<file path="src/rtl/inval_pkg.sv">
package inval_pkg;
  localparam int OP_W    = 8;
  localparam int RANGE_W = 5;
  localparam logic [RANGE_W-1:0] RANGE_ALL = 5'd31;

  localparam logic [OP_W-1:0] OP_PF_CFG      = 8'h01;
  localparam logic [OP_W-1:0] OP_PF_ADDR     = 8'h02;
  localparam logic [OP_W-1:0] OP_CFG_SID     = 8'h03;
  localparam logic [OP_W-1:0] OP_CFG_RANGE   = 8'h04;
  localparam logic [OP_W-1:0] OP_CFG_CTX     = 8'h05;
  localparam logic [OP_W-1:0] OP_CFG_CTX_ALL = 8'h06;
  localparam logic [OP_W-1:0] OP_TLB_VMID    = 8'h10;
  localparam logic [OP_W-1:0] OP_TLB_ASID    = 8'h11;
  localparam logic [OP_W-1:0] OP_TLB_VAA     = 8'h12;
  localparam logic [OP_W-1:0] OP_TLB_VA      = 8'h13;
  localparam logic [OP_W-1:0] OP_IPA_S2      = 8'h20;
  localparam logic [OP_W-1:0] OP_VM_ALL      = 8'h21;
  localparam logic [OP_W-1:0] OP_GLOBAL_ALL  = 8'h30;

  typedef enum logic [2:0] {
    K_ALL  = 3'd0,
    K_SID  = 3'd1,
    K_SSID = 3'd2,
    K_VMID = 3'd3,
    K_ASID = 3'd4,
    K_VA   = 3'd5,
    K_VAA  = 3'd6,
    K_IPA  = 3'd7
  } kind_e;

  // ifc covers the micro and main TLBs of every client interface
  typedef struct packed {
    logic cfg;
    logic ifc;
    logic tlb;
    logic ipa;
    logic walk;
  } tgt_t;
endpackage

</file>
<file path="src/rtl/inval_decode.sv">
module inval_decode
  import inval_pkg::*;
(
  input  logic [OP_W-1:0]    op,
  input  logic               leaf,
  input  logic [RANGE_W-1:0] rng,
  output tgt_t               tgt,
  output kind_e              cfg_kind,
  output kind_e              tlbs_kind,
  output kind_e              ipa_kind,
  output kind_e              walk_kind,
  output logic               expand,
  output logic               unknown
);
  always_comb begin
    tgt       = '0;
    cfg_kind  = K_ALL;
    tlbs_kind = K_ALL;
    ipa_kind  = K_ALL;
    walk_kind = K_ALL;
    expand    = 1'b0;
    unknown   = 1'b0;
    case (op)
      OP_PF_CFG, OP_PF_ADDR: begin
      end
      OP_CFG_SID, OP_CFG_CTX_ALL: begin
        tgt.cfg   = 1'b1;
        tgt.ifc   = 1'b1;
        cfg_kind  = K_SID;
        tlbs_kind = K_SID;
      end
      OP_CFG_RANGE: begin
        tgt.cfg = 1'b1;
        tgt.ifc = 1'b1;
        if (rng != RANGE_ALL) begin
          cfg_kind  = K_SID;
          tlbs_kind = K_SID;
          expand    = 1'b1;
        end
      end
      OP_CFG_CTX: begin
        tgt.cfg   = 1'b1;
        tgt.ifc   = 1'b1;
        cfg_kind  = K_SSID;
        tlbs_kind = K_SSID;
      end
      OP_TLB_VMID: begin
        tgt.ifc   = 1'b1;
        tgt.tlb   = 1'b1;
        tgt.walk  = 1'b1;
        tlbs_kind = K_VMID;
        walk_kind = K_VMID;
      end
      OP_TLB_ASID: begin
        tgt.ifc   = 1'b1;
        tgt.tlb   = 1'b1;
        tgt.walk  = 1'b1;
        tlbs_kind = K_ASID;
        walk_kind = K_ASID;
      end
      OP_TLB_VAA: begin
        tgt.ifc   = 1'b1;
        tgt.tlb   = 1'b1;
        tgt.walk  = !leaf;
        tlbs_kind = K_VAA;
        walk_kind = K_VAA;
      end
      OP_TLB_VA: begin
        tgt.ifc   = 1'b1;
        tgt.tlb   = 1'b1;
        tgt.walk  = !leaf;
        tlbs_kind = K_VA;
        walk_kind = K_VA;
      end
      OP_IPA_S2: begin
        tgt.ipa   = 1'b1;
        tgt.walk  = !leaf;
        ipa_kind  = K_IPA;
        walk_kind = K_VMID;
      end
      OP_VM_ALL: begin
        tgt.ifc   = 1'b1;
        tgt.tlb   = 1'b1;
        tgt.ipa   = 1'b1;
        tgt.walk  = 1'b1;
        tlbs_kind = K_VMID;
        ipa_kind  = K_VMID;
        walk_kind = K_VMID;
      end
      OP_GLOBAL_ALL: begin
        tgt.ifc  = 1'b1;
        tgt.tlb  = 1'b1;
        tgt.ipa  = 1'b1;
        tgt.walk = 1'b1;
      end
      default: unknown = 1'b1;
    endcase
  end
endmodule

</file>
<file path="src/rtl/inval_range_seq.sv">
module inval_range_seq
  import inval_pkg::*;
#(
  parameter int SID_W = 8
) (
  input  logic               clk,
  input  logic               rst,
  input  logic               load,
  input  logic               expand,
  input  logic [RANGE_W-1:0] rng,
  input  logic [SID_W-1:0]   sid,
  input  logic               advance,
  output logic [SID_W-1:0]   cur_sid,
  output logic               last
);
  localparam logic [SID_W:0]   ONE_W   = 1;
  localparam logic [SID_W-1:0] SID_ONE = 1;

  logic [SID_W:0]   span_w;
  logic [SID_W-1:0] span_m1;
  logic [SID_W-1:0] remain;
  int               sh;

  // number of extra steps = 2^min(rng+1, SID_W) - 1, also the alignment mask
  always_comb begin
    sh = int'(rng) + 1;
    if (sh > SID_W) sh = SID_W;
    span_w  = (ONE_W << sh) - ONE_W;
    span_m1 = span_w[SID_W-1:0];
  end

  always_ff @(posedge clk) begin
    if (rst) begin
      cur_sid <= '0;
      remain  <= '0;
    end else if (load) begin
      if (expand) begin
        cur_sid <= sid & ~span_m1;
        remain  <= span_m1;
      end else begin
        cur_sid <= sid;
        remain  <= '0;
      end
    end else if (advance && (remain != '0)) begin
      cur_sid <= cur_sid + SID_ONE;
      remain  <= remain - SID_ONE;
    end
  end

  assign last = (remain == '0);
endmodule

</file>
<file path="src/rtl/inval_pending.sv">
module inval_pending #(
  parameter int NPEND = 8
) (
  input  logic             clk,
  input  logic             rst,
  input  logic             load,
  input  logic [NPEND-1:0] load_vec,
  input  logic [NPEND-1:0] done,
  output logic [NPEND-1:0] pend,
  output logic             step_done
);
  for (genvar i = 0; i < NPEND; i++) begin : g_bit
    logic q;
    always_ff @(posedge clk) begin
      if (rst)          q <= 1'b0;
      else if (load)    q <= load_vec[i];
      else if (done[i]) q <= 1'b0;
    end
    assign pend[i] = q;
  end

  // every outstanding strobe is acknowledged on this edge
  assign step_done = (|pend) && ((pend & ~done) == '0);
endmodule

</file>
<file path="src/rtl/inval_dispatch.sv">
module inval_dispatch
  import inval_pkg::*;
#(
  parameter int NUM_IFC = 2,
  parameter int SID_W   = 8,
  parameter int SSID_W  = 8,
  parameter int ASID_W  = 16,
  parameter int VMID_W  = 16,
  parameter int ADDR_W  = 48
) (
  input  logic                 clk,
  input  logic                 rst,
  input  logic                 cmd_valid,
  output logic                 cmd_ready,
  input  logic [7:0]           cmd_op,
  input  logic [SID_W-1:0]     cmd_sid,
  input  logic [SSID_W-1:0]    cmd_ssid,
  input  logic [ASID_W-1:0]    cmd_asid,
  input  logic [VMID_W-1:0]    cmd_vmid,
  input  logic [ADDR_W-1:0]    cmd_addr,
  input  logic                 cmd_leaf,
  input  logic [4:0]           cmd_range,
  output logic                 busy,
  output logic                 unsup_flag,
  output logic [SID_W-1:0]     key_sid,
  output logic [SSID_W-1:0]    key_ssid,
  output logic [ASID_W-1:0]    key_asid,
  output logic [VMID_W-1:0]    key_vmid,
  output logic [ADDR_W-1:0]    key_addr,
  output logic                 key_leaf,
  output logic [2:0]           cfg_kind,
  output logic [2:0]           tlb_kind,
  output logic [2:0]           ipa_kind,
  output logic [2:0]           walk_kind,
  output logic                 cfg_stb,
  input  logic                 cfg_done,
  output logic [NUM_IFC-1:0]   utlb_stb,
  input  logic [NUM_IFC-1:0]   utlb_done,
  output logic [NUM_IFC-1:0]   mtlb_stb,
  input  logic [NUM_IFC-1:0]   mtlb_done,
  output logic                 tlb_stb,
  input  logic                 tlb_done,
  output logic                 ipa_stb,
  input  logic                 ipa_done,
  output logic                 walk_stb,
  input  logic                 walk_done
);
  // pending vector layout: {main TLBs, micro TLBs, walk, ipa, shared tlb, cfg}
  localparam int NPEND = 4 + 2 * NUM_IFC;
  localparam logic [NPEND-1:0] RANGE_VEC = {{(2*NUM_IFC){1'b1}}, 4'b0001};

  tgt_t             dec_tgt;
  kind_e            dec_cfg_k, dec_tlbs_k, dec_ipa_k, dec_walk_k;
  logic             dec_expand, dec_unknown;
  logic             busy_q, accept, reload, load, step_done, seq_last;
  logic [NPEND-1:0] acc_vec, load_vec, done_vec, pend;

  inval_decode u_dec (
    .op        (cmd_op),
    .leaf      (cmd_leaf),
    .rng       (cmd_range),
    .tgt       (dec_tgt),
    .cfg_kind  (dec_cfg_k),
    .tlbs_kind (dec_tlbs_k),
    .ipa_kind  (dec_ipa_k),
    .walk_kind (dec_walk_k),
    .expand    (dec_expand),
    .unknown   (dec_unknown)
  );

  assign accept   = cmd_valid && !busy_q;
  assign acc_vec  = {{(2*NUM_IFC){dec_tgt.ifc}}, dec_tgt.walk, dec_tgt.ipa,
                     dec_tgt.tlb, dec_tgt.cfg};
  assign reload   = step_done && !seq_last;
  assign load     = accept || reload;
  assign load_vec = accept ? acc_vec : RANGE_VEC;
  assign done_vec = {mtlb_done, utlb_done, walk_done, ipa_done, tlb_done, cfg_done};

  inval_pending #(.NPEND(NPEND)) u_pend (
    .clk       (clk),
    .rst       (rst),
    .load      (load),
    .load_vec  (load_vec),
    .done      (done_vec),
    .pend      (pend),
    .step_done (step_done)
  );

  inval_range_seq #(.SID_W(SID_W)) u_seq (
    .clk     (clk),
    .rst     (rst),
    .load    (accept),
    .expand  (dec_expand),
    .rng     (cmd_range),
    .sid     (cmd_sid),
    .advance (reload),
    .cur_sid (key_sid),
    .last    (seq_last)
  );

  always_ff @(posedge clk) begin
    if (rst) begin
      busy_q     <= 1'b0;
      unsup_flag <= 1'b0;
      key_ssid   <= '0;
      key_asid   <= '0;
      key_vmid   <= '0;
      key_addr   <= '0;
      key_leaf   <= 1'b0;
      cfg_kind   <= K_ALL;
      tlb_kind   <= K_ALL;
      ipa_kind   <= K_ALL;
      walk_kind  <= K_ALL;
    end else begin
      if (accept) begin
        busy_q    <= |acc_vec;
        key_ssid  <= cmd_ssid;
        key_asid  <= cmd_asid;
        key_vmid  <= cmd_vmid;
        key_addr  <= cmd_addr;
        key_leaf  <= cmd_leaf;
        cfg_kind  <= dec_cfg_k;
        tlb_kind  <= dec_tlbs_k;
        ipa_kind  <= dec_ipa_k;
        walk_kind <= dec_walk_k;
        if (dec_unknown) unsup_flag <= 1'b1;
      end else if (step_done && seq_last) begin
        busy_q <= 1'b0;
      end
    end
  end

  assign busy      = busy_q;
  assign cmd_ready = !busy_q;
  assign cfg_stb   = pend[0];
  assign tlb_stb   = pend[1];
  assign ipa_stb   = pend[2];
  assign walk_stb  = pend[3];
  assign utlb_stb  = pend[4 +: NUM_IFC];
  assign mtlb_stb  = pend[4+NUM_IFC +: NUM_IFC];
endmodule

</file>
<file path="config.mk">
export PLATFORM = sky130hd
export DESIGN_NAME = inval_dispatch
export DESIGN_NICKNAME = d
export VERILOG_FILES = /design/src/rtl/inval_pkg.sv /design/src/rtl/inval_decode.sv /design/src/rtl/inval_range_seq.sv /design/src/rtl/inval_pending.sv /design/src/rtl/inval_dispatch.sv
export SDC_FILE = /design/constraint.sdc
export NUM_CORES = 1
export LEC_CHECK = 0
export ABC_AREA = 1
export ABC_CLOCK_PERIOD_IN_PS = 4100
export BUFFER_PORTS_ARGS = -buffer_cell sky130_fd_sc_hd__buf_4
export CAP_MARGIN = 40
export CORE_ASPECT_RATIO = 1.25
export CORE_UTILIZATION = 52
export DETAILED_ROUTE_END_ITERATION = 10
export GPL_TIMING_DRIVEN = 0
export HOLD_SLACK_MARGIN = 0.02
export PLACE_DENSITY = 0.94
export SLEW_MARGIN = 20
export SYNTH_ARGS = -nofsm -noshare
export SYNTH_HDL_FRONTEND = slang
export SYNTH_HIERARCHICAL = 1
export SYNTH_SLANG_ARGS = --single-unit
</file>
<file path="constraint.sdc">
create_clock -name clk -period 4.1 [get_ports clk]
set_input_delay 0.41 -clock clk [delete_from_list [all_inputs] [get_ports clk]]
set_output_delay 0.41 -clock clk [all_outputs]
set_load 0.005 [all_outputs]
</file>
* Word level (Yosys, flattened, before mapping)
Cells that the tools add are included.
Word-level totals: register bits after elaboration 127, input port bits 121, logic and storage cells 119
Operators by class: add/sub/neg operators 4, $lt $le $gt $ge 1, equality and inequality tests 14, shifts and indexed selects 1, mux-type cells 38, bitwise gates (word level) 5, reduce and logical (&&, ||, !) cells 35
Operators by type and width (number):
- $mux 8 | 7
- $eq 8x5->1 const B | 4
- $gt 32x5->1 const B | 1
- $mux 32 | 1
- $shl 1x32->8 const A | 1
- $mux 1 | 25
- $eq 8x3->1 const B | 3
- $eq 8x6->1 const B | 3
- $pmux 3 s7 | 1
- $reduce_bool 2->1 | 10
- $and 8x8->8 | 2
- $eq 8x2->1 const B | 2
- $logic_not 8->1 | 2
- $not 8->8 | 2
- $sub 8x1->8 const B | 2
- $reduce_or 13->1 | 1
- $pmux 3 s4 | 1
- $reduce_or 10->1 | 1
- $pmux 3 s3 | 1
- $reduce_or 3->1 | 3
- $add 8x1->8 const B | 1
- $eq 8x1->1 const B | 1
- $reduce_bool 8->1 | 1
- $reduce_or 4->1 | 2
- other kinds (13) | 20

* Depth between registers and ports, before layout
Gate-level depths: netlist of run 1.
depth after elaboration 9, mapped depth 14

* Modules after synthesis
Netlist of run 1, hierarchy kept.
By module, submodules not included:
- inval_dispatch | times used 1, cells each 465, area an instance 3623.5 µm², sequential area each 2062.0 µm²
- inval_range_seq | times used 1, cells each 205, area an instance 1258.7 µm², sequential area each 320.3 µm²
- inval_pending | times used 1, cells each 66, area an instance 490.5 µm², sequential area each 160.2 µm²
- inval_decode | times used 1, cells each 73, area an instance 342.8 µm², sequential area each 0.0 µm²

* Worst setup path before layout of run 1
No wires, ideal clock.
path type input-to-reg, start in cmd_range[0], end reg u_seq.remain[2], arrival time 1.671 ns, data required time 3.992 ns, setup slack 2.321 ns, stages 13, buffers on the path 0, cells stage by stage ha_1 > inv_1 > nand2_1 > nand2_2 > inv_2 > nor2_1 > nand2_1 > ha_1 > o21bai_1 > nand4_1 > nand3_2 > nand3_2 > inv_2
On the way: longest elaborated chain between the ends 7, elaborated cells between the ends (all ways) 10
RTL lines:
- start: declaration | line inval_dispatch.sv:22 | input logic [4:0] cmd_range,
- $add 5x1->6 | line inval_range_seq.sv:26 | sh = int'(rng) + 1;
- $gt 32x5->1 | line inval_range_seq.sv:27 | if (sh > SID_W) sh = SID_W;
- $mux 32 | line inval_range_seq.sv:27
- $shl 1x32->8 | line inval_range_seq.sv:28 | span_w = (ONE_W << sh) - ONE_W;
- $sub 8x1->8 | line inval_range_seq.sv:28
- $mux 8 (*) | line inval_range_seq.sv:37 | if (expand) begin
- $mux 8 (*) | line inval_range_seq.sv:36 | end else if (load) begin
- end signal: assignment | line inval_range_seq.sv:39 | remain <= span_m1;
- end signal: assignment | line inval_range_seq.sv:46 | remain <= remain - SID_ONE;
- end: declaration | line inval_range_seq.sv:21 | logic [SID_W-1:0] remain;
Every way passes the cells marked *; elsewhere a longest branch is shown, timed or not. A chain may end at the register's enable or synchronous reset.

* Final worst setup path of run 1
start reg u_pend.g_bit[1].q, end reg u_seq.cur_sid[0]
On the way: longest elaborated chain between the ends 6, elaborated cells between the ends (all ways) 7
RTL lines:
- start: declaration | line inval_pending.sv:13 | logic q;
- start signal: assignment | line inval_pending.sv:16 | else if (load) q <= load_vec[i];
- $and 8x8->8 | line inval_pending.sv:23 | assign step_done = (|pend) && ((pend & ~done) == '0);
- $logic_not 8->1 | line inval_pending.sv:23
- $logic_and 1x1->1 (*) | line inval_pending.sv:23
- net step_done | line inval_dispatch.sv:55 | logic busy_q, accept, reload, load, step_done, seq_last;
- $logic_and 1x1->1 (*) | line inval_dispatch.sv:74 | assign reload = step_done && !seq_last;
- net reload | line inval_dispatch.sv:55
- $logic_and 1x1->1 (*) | line inval_range_seq.sv:44 | end else if (advance && (remain != '0)) begin
- $reduce_bool 2->1 (no source line) (*)
- end signal: assignment | line inval_range_seq.sv:38 | cur_sid <= sid & ~span_m1;
- end signal: assignment | line inval_range_seq.sv:41 | cur_sid <= sid;
- end signal: assignment | line inval_range_seq.sv:45 | cur_sid <= cur_sid + SID_ONE;
- end: declaration | line inval_range_seq.sv:13 | output logic [SID_W-1:0] cur_sid,
The timed path passes the listed nets; every way through them passes the cells marked *.

==> flow_summary.toml, run 1 <==
[outcome]
outcome = "complete, no violations"

[yosys]
yosysUniqueCellTypes = 32
synth_cells = 809
ys_seq_area_share_pct = 44.5
avgSynthCellArea_sq_um = 7.06
syn_nets = 935
synth-xor-area-share_pct = 0
yosys.area_share.adder_pct = 1.09
synth_top_family_by_area = "simple AND/OR/NAND/NOR gates"
synth-seq-cells = 127
ys_warn_count = 6
synth-edff-count = 0
syn_area_sq_um = 5720
synth-simple-area-share_pct = 30.3
synth_compound_area_share_pct = 14.8
ys_async_sr_fraction_pct = 0
synthMuxAreaShare_pct = 0
synth_ff_type = "dfxtp_1"

[die]
dieHeight_microns = 119
rows = 42
initial_core_util_pct = 53.6
ioPinCount = 241
die_w_microns = 95.8
die-area_sq_um = 11400
coreArea_sq_um = 10700

[sta]
max_clock_freq_mhz = 532
slew_headroom_pct = 62.6
hold_viol_final = 0
fin_worst_skew_ns = 0.0103
setup_violations = 0
slew_violations = 0
final.setup.tns_ns = 0
post-route-min-period_ns = 1.88
worst_pin_slew_ns = 0.561
rsz0062_at_grt = "false"
period_share_pct = 45.8

[final_layout]
register_area_sq_um = 2540
area_delta_synth_final_pct = 46.3
fin_util_pct = 78.4
drive_gt1_share_pct = 33.1
final_cell_mix = "nand2_1 (284), buf_4 (261), dfxtp_1 (127)"
num-fill-cells = 735
stdcell_area_sq_um = 8360
fin_cells = 1212
nets = 1194
layout_commonest_cell = "nand2_1"
multiInputGateArea_sq_um = 2640
antenna_cells = 0

[place]
io_buffers = 240
hpwlAfterDp_mm = 13.0
gp_congestion = 0.868
dp_cells = 1181
placed_area_sq_um = 7680

[flow_run]
maxCapViolCount = 0

[cts]
cts_resized = 0
cts_buffer_depth = 2
clkSlewWorstSetupHoldPaths_ns = 0.06
cts_sinks = 127
post_cts_buffers = 0
cts-root-buf = "clkbuf_16"
cts_hold_buf = 0
cts_max_level = 4
clock_latency_ns = 0.41
cts_tree = "yes"
cts_buffers = 17

[pwr]
power.total_mw = 3.94
p_leak_nw = 4.05
peakVddDrop_mv = 0.340
power_density_nw_per_um2 = 471

[critical_path]
worstSetupPathType = "reg -> reg"
crit_fanout = 4
cp_data_arrival_time_ns = 2.19
cp.required_ns = 4.41
end_kind = "flip-flop"
start_kind = "flip-flop"

[routing]
post_drt_via_cell_ratio = 5.26
wl_per_cell_microns = 15.0
wl_mm = 18.2
drt_iter0_markers = 336
dr.pass1.iters = 5
final_antenna_net_count = 0
drcViolationCount = 0
vias = 6371

[global_route]
grt_max_degree = 17
grt_usage_pct = 32.1
antenna_found_initial = 0
overflow = 0
grt_pass1_wl_mm = 28.2
grt_pass1_vias = 6142

[hold_path]
hold_path_class = "in -> reg"
[where the power goes]
| part | switching [mW] | internal [mW] |
|---|---|---|
| Clock | 0.593 | 1.15 |
| Combinational | 0.417 | 0.368 |
| Sequential | 0.0712 | 1.34 |
[final timing paths]
kind / slack [ns] / endpoint / from / cells past startpoint
worst max-delay path: 2.22 / u_seq/cur_sid[0] / u_pend/g_bit[1].q / 12
worst min-delay path: 0.25 / key_asid[5] / cmd_asid[5] / 3
worst max register to register: 2.22 / u_seq/cur_sid[0] / u_pend/g_bit[1].q / 12
worst min register to register: 0.45 / unsup_flag / unsup_flag / 2
[synthesized netlist by cell type (4+ instances only)]
library cell / n / area share (%)
nand3_2: 5 / 0.88
dfxtp_1: 127 / 44
nand4_1: 8 / 0.88
a21oi_1: 120 / 11
clkbuf_1: 14 / 0.92
ha_1: 5 / 1.1
buf_2: 9 / 0.79
inv_1: 49 / 3.2
nor3_1: 8 / 0.70
inv_2: 12 / 0.79
o21ai_1: 8 / 0.70
nand2_2: 8 / 0.88
nor2_1: 52 / 3.4
buf_4: 21 / 2.8
or2_2: 4 / 0.44
a211oi_2: 8 / 1.8
nand2_1: 284 / 19
a31oi_1: 4 / 0.44
nor2_2: 11 / 1.2
nand3_1: 25 / 2.2
o21ai_0: 11 / 0.96
[stage by stage]
| stage | setup WS, ns | hold slack (ns) |
|---|---|---|
| after floorplan | 2.32 | 0.447 |
| after global placement | 2.05 | 0.441 |
| after detailed placement | 1.98 | 0.447 |
| after CTS | 2.26 | 0.239 |
| after global routing | 2.04 | 0.237 |
| final | 2.22 | 0.248 |
[routing by layer]
metal,share of wire (%),vias to the layer above,global-route usage (%)
li1,-,3097,-
met1,37,2891,34.2
met2,50,299,54.0
met3,7.8,84,10.3
met4,5.7,0,19.6
met5,0,-,0
[registers in the layout (all words and copies together) (netlist names), 3 cells and up]
| register | count |
|---|---|
| key_asid | 16 |
| u_seq/cur_sid | 8 |
| key_ssid | 8 |
| key_addr | 48 |
| cfg_kind | 3 |
| tlb_kind | 3 |
| key_vmid | 16 |
| u_pend/g_bit.q | 8 |
| u_seq/remain | 8 |
| ipa_kind | 3 |
| walk_kind | 3 |
[area by class of cell]
| class | instances | area share, % |
|---|---|---|
| Tap cell | 132 | 1.98 |
| Inverter | 61 | 2.74 |
| Sequential cell | 127 | 30.4 |
| Clock buffer | 17 | 5.09 |
| Buffer | 50 | 3.65 |
| Timing Repair Buffer | 240 | 21.6 |
| Multi-Input combinational cell | 571 | 31.6 |
| Clock inverter | 14 | 3.02 |
[worst max-delay path, stage by stage (launching register included)]
cell and delay [ns]:
dfxtp_1 0.33, nand2_1 0.10, nand2_1 0.06, nor2_1 0.11, nand2_1 0.06, nor2_1 0.13, inv_1 0.07, nor2_1 0.16
nand2_2 0.15, nor2_1 0.25, inv_1 0.14, nor2_1 0.14, nor3_1 0.07
[cells by family after synthesis]
logic type / Yosys count
AND/OR/NAND/NOR: 411
AO/OA/AOI/OAI: 154
flip-flops: 127
buffers and inverters: 111
adder cells (fa/ha/maj): 5
other: 1
(Power assumes the default switching activity.)
==> inputs of run 2 (changes only) <==
Settings changed: ABC_CLOCK_PERIOD_IN_PS 4100 to 1870, CORE_UTILIZATION 52 to 48, PLACE_DENSITY 0.94 to 0.88.
Clock period 4.1 ns to 1.87 ns, I/O delays scaled along.
==> flow_summary.toml, run 2 (same netlist as run 1, synthesis figures left out) <==
[outcome]
outcome = "complete, no violations"

[final_layout]
fin_cells = 1280
final_cell_mix = "nand2_1 (284), buf_4 (261), dfxtp_1 (127)"
register_area_sq_um = 2540
top_regs = "key_addr (48), key_asid (16), key_vmid (16)"
layout_commonest_cell = "nand2_1"
num-fill-cells = 888
antenna_cells = 0
multiInputGateArea_sq_um = 2640
drive_gt1_share_pct = 32.3
nets = 1232
top_register = "key_addr"
area_delta_synth_final_pct = 51.6
largest_reg_flops = 48

[routing]
final_antenna_net_count = 0
wl_per_cell_microns = 15.1
drt_iter0_markers = 404
wl_mm = 19.3
dr.pass1.iters = 6
vias = 6544
drcViolationCount = 0
post_drt_via_cell_ratio = 5.11

[sta]
max_clock_freq_mhz = 568
hold_slack_ns = 0.0284
hold_viol_final = 0
fin_worst_skew_ns = 0.0208
period_share_pct = 94.2
rsz0062_at_grt = "false"
final.setup.tns_ns = 0
post-route-min-period_ns = 1.76
setup_violations = 0
slew_violations = 0
setup_ws_ns = 0.109

[place]
gp_congestion = 0.869
hpwlAfterDp_mm = 12.8
io_buffers = 240
post-place-ws_ns = 0.00945
dp_cells = 1210

[hold_path]
hold_depth = 3
hold_path_class = "in -> reg"
min_from = "cmd_addr[33]"
min_to = "key_addr[33]"

[cts]
cts_buffers = 17
cts-root-buf = "clkbuf_16"
cts_tree = "yes"
clock_latency_ns = 0.42
cts_max_level = 4
cts_sinks = 127
clkSlewWorstSetupHoldPaths_ns = 0.06
cts_buffer_depth = 2

[critical_path]
cp.required_ns = 2.21
crit_buf_inv = 4
reg2reg_depth = 7
cp_data_arrival_time_ns = 2.10
worstSetupPathType = "reg -> reg"
end_kind = "flip-flop"
crit_fanout = 13
crit_top_cell = "inv_2"
slowest_stage = "clkbuf_1"
cpPeakStageDelay_ns = 0.40
start_kind = "flip-flop"
critical-path-top-delay-family = "buffers and inverters"
r2r-end = "u_seq/cur_sid[3]"
r2r-start = "busy"
crit_chain = "inv_2, nand2_4, inv_2, buf_2, clkbuf_1, nand3_1, a31oi_1"
reg2reg_slack_ns = 0.11

[global_route]
grt_max_degree = 17
grt_pass1_vias = 6338
antenna_found_initial = 0
overflow = 0
grt_usage_pct = 30.8
grt_pass1_wl_mm = 29.7

[die]
die_w_microns = 99.6
die-area_sq_um = 12400
dieHeight_microns = 124
coreArea_sq_um = 11600
rows = 44
ioPinCount = 241
initial_core_util_pct = 49.2

[pwr]
power_density_nw_per_um2 = 926
p_leak_nw = 4.15
peakVddDrop_mv = 0.591

[flow_run]
maxCapViolCount = 0
==> run 2: cell count changes in the layout (fill, tap and decap cells not counted), sizes merged <==
cell,delta
dlygate4sd3,+38
clkinvlp,+4
bufinv,-6
inv,+4
clkinv,-2
clkbuf,+1
==> run 2: power breakdown <==
part / total, mW / switching [mW] / internal, mW
Clock: 3.14 / 1.36 / 1.77
Combinational: 1.79 / 0.927 / 0.863
Sequential: 3.10 / 0.165 / 2.93
Total: 8.03 / 2.46 / 5.57
==> run 2: worst max path at each step <==
stage                            end  slack [ns]              start  cells past startpoint
CTS                  u_seq/remain[2]        0.12  u_pend/g_bit[1].q                     13
floorplan            u_seq/remain[2]        0.31       cmd_range[0]                     13
global placement     u_seq/remain[2]        0.02       cmd_range[0]                     14
detailed placement   u_seq/remain[1]       0.009       cmd_range[0]                     14
finish              u_seq/cur_sid[3]        0.11               busy                      7
global route        u_seq/cur_sid[3]       0.002               busy                      7
==> run 2: area by class of cell <==
cell class / count / share of cell area (%)
clock buffer: 18 / 5.07
sequential: 127 / 29.3
multi-input combinational: 571 / 30.5
tap: 161 / 2.33
timing repair buffer: 278 / 25.2
inverter: 61 / 2.64
buffer: 50 / 3.54
clock inverter: 14 / 1.37
==> run 2: timing repair <==
| item | in CTS | in global routing |
|---|---|---|
| resized for setup | 1 | 2 |
| buffers inserted | 0 | 0 |
| pin swaps | 0 | 0 |
| endpoints found under the setup margin | 1 | 11 |
| hold buffers | 38 | 0 |
| hold endpoints to repair | 38 | 0 |
==> run 2: metal layers <==
metal  vias up  share of wire (%)  GRT usage [%]
met5         -                  0              0
met4         0                4.2           16.9
met3        70                7.6           9.71
met2       294                 52           55.3
met1      3008                 37           32.0
li1       3172                  -              -
==> run 2: per-stage QoR <==
stage | utilization (%) | power [mW] | cell area (sq um)
CTS | 74.5 | 7.98 | 8660
finish | 74.6 | 8.03 | 8660
detailed placement | 66.4 | 4.81 | 7720
global placement | 66.4 | 4.77 | 7720
floorplan | - | 4.07 | 5720
global route | 74.6 | 8.37 | 8660
==> run 2: worst register-to-register path, delay by kind of cell (launching register included) <==
family / cells / cell delay [ns]
buffers and inverters: 4 / 0.90
flip-flops: 1 / 0.33
AND/OR/NAND/NOR: 2 / 0.28
AO/OA/AOI/OAI: 1 / 0.18
==> inputs of run 3 (changes only) <==
Settings changed: ABC_CLOCK_PERIOD_IN_PS 1870 to 2000, RECOVER_POWER set to 100.
Clock period 1.87 ns to 2 ns, I/O delays scaled along.
==> flow_summary.toml, run 3 (same netlist as run 1, synthesis figures left out) <==
[routing]
wl_mm = 17.0
wl_per_cell_microns = 13.7
drt_iter0_markers = 310
post_drt_via_cell_ratio = 4.96
drcViolationCount = 0
dr.pass1.iters = 5
final_antenna_net_count = 0
vias = 6159

[critical_path]
crit_path_end = "u_seq/remain[2]"
reg2reg_slack_ns = 0.14
slowest_stage = "dfxtp_1"
cp_data_arrival_time_ns = 2.16
crit_chain = "inv_1, nand2_4, inv_1, buf_2, inv_2, nand2_4, buf_6, nand3_1, nand3_2, inv_2"
crit_buf_inv = 6
end_kind = "flip-flop"
cp.required_ns = 2.30
r2r-end = "u_seq/remain[2]"
r2r-start = "busy"
worstSetupPathType = "reg -> reg"
crit_fanout = 13
path_depth = 10
critical-path-top-delay-family = "buffers and inverters"
start_kind = "flip-flop"
startpoint = "busy"
cpPeakStageDelay_ns = 0.32
reg2reg_depth = 10

[cts]
cts-root-buf = "clkbuf_16"
cts_sinks = 127
cts_buffers = 17
cts_buffer_depth = 2
cts_tree = "yes"
cts_max_level = 4
cts_hold_buf = 0
clkSlewWorstSetupHoldPaths_ns = 0.06
clock_latency_ns = 0.41

[global_route]
grt_pass1_wl_mm = 26.3
grt_usage_pct = 27.2
antenna_found_initial = 0
grt_max_degree = 17
overflow = 0
grt_pass1_vias = 5719

[outcome]
outcome = "complete, no violations"

[sta]
worst_pin_slew_ns = 0.657
final.setup.tns_ns = 0
fin_worst_skew_ns = 0.0134
post-route-min-period_ns = 1.86
rsz0062_at_grt = "false"
setup_violations = 0
slew_violations = 0
slew_headroom_pct = 56.2
hold_viol_final = 0
period_share_pct = 92.8
max_clock_freq_mhz = 539

[final_layout]
largest_reg_flops = 48
area_delta_synth_final_pct = 41.8
top_register = "key_addr"
layout_commonest_cell = "nand2_1"
num-fill-cells = 1022
nets = 1194
final_cell_mix = "nand2_1 (284), buf_4 (140), dfxtp_1 (127)"
fin_util_pct = 69.8
multiInputGateArea_sq_um = 2620
register_area_sq_um = 2540
drive_gt1_share_pct = 28.8
antenna_cells = 0
stdcell_area_sq_um = 8100
top_regs = "key_addr (48), key_asid (16), key_vmid (16)"

[pwr]
peakVddDrop_mv = 0.526
p_leak_nw = 3.78
power_density_nw_per_um2 = 900

[place]
io_buffers = 240
gp_congestion = 0.869
hpwlAfterDp_mm = 12.8
placed_area_sq_um = 7720

[die]
rows = 44
die_w_microns = 99.6
coreArea_sq_um = 11600
ioPinCount = 241
dieHeight_microns = 124
initial_core_util_pct = 49.2
die-area_sq_um = 12400

[hold_path]
min_from = "cmd_addr[39]"
hold_path_class = "in -> reg"

[flow_run]
maxCapViolCount = 0
run 3: cell types whose count changed in the layout (fill, tap and decap cells not counted), moves of 3 or more:
| cell | delta |
|---|---|
| a211oi_1 | +3 |
| a211oi_2 | -3 |
| buf_4 | -121 |
| clkbuf_1 | +41 |
| clkbuf_4 | +82 |
| dlygate4sd3_1 | -38 |
| inv_1 | +3 |
| inv_2 | -3 |
run 3: metrics by stage:
| stage | instances | power (mW) | worst slack, ns | hold slack [ns] |
|---|---|---|---|---|
| after floorplan | 809 | 3.81 | 0.431 | 0.269 |
| after global placement | 1210 | 4.46 | 0.138 | 0.441 |
| after detailed placement | 1210 | 4.50 | 0.126 | 0.451 |
| after CTS | 1242 | 7.40 | 0.128 | 0.0217 |
| after global routing | 1242 | 7.64 | 0.0272 | 0.0225 |
| final | 1242 | 7.30 | 0.144 | 0.0382 |
run 3: tightest hold or removal path, delay by kind of cell:
kind                   cells  cell delay (ns)
AO/OA/AOI/OAI              1             0.05
buffers and inverters      1             0.10
AND/OR/NAND/NOR            1             0.05
run 3: layer usage:
metal	vias to the layer above	share of wire [%]	global-route usage (%)	routed length (microns)
li1	3096	-	-	-
met1	2802	38	29.2	6450
met2	229	53	49.7	8940
met3	32	6.7	8.36	1130
met4	0	2.5	11.1	431
met5	-	0	0	0
run 3: power breakdown:
part           switching [mW]  internal, mW  total [mW]
clock network            1.24          1.66        2.90
logic                   0.810         0.702        1.51
registers               0.141          2.74        2.88
run 3: worst min-delay path by stage:
stage	to	slack, ns	depth (start not counted)
6_report	key_addr[39]	0.04	3
4_1_cts	key_addr[39]	0.02	3
3_5_place_dp	unsup_flag	0.45	2
3_3_place_gp	unsup_flag	0.44	2
2_1_floorplan	u_seq/remain[0]	0.27	1
5_1_grt	key_asid[10]	0.02	3
run 3: cell type report:
| type | instances | share of cell area (%) |
|---|---|---|
| clock inverters | 14 | 1.47 |
| flip-flops and latches | 127 | 31.4 |
| multi-input cells | 571 | 32.3 |
| well taps | 161 | 2.49 |
| plain buffers | 50 | 3.63 |
| clock buffers | 18 | 5.42 |
| inverters | 61 | 2.83 |
| repair buffers | 240 | 20.5 |
run 3: what timing repair did:
item                                   CTS  global route
endpoints found under the hold margin    0             0
resized for setup                        0             2
setup buffers                            0             0
setup endpoints to repair                0             1
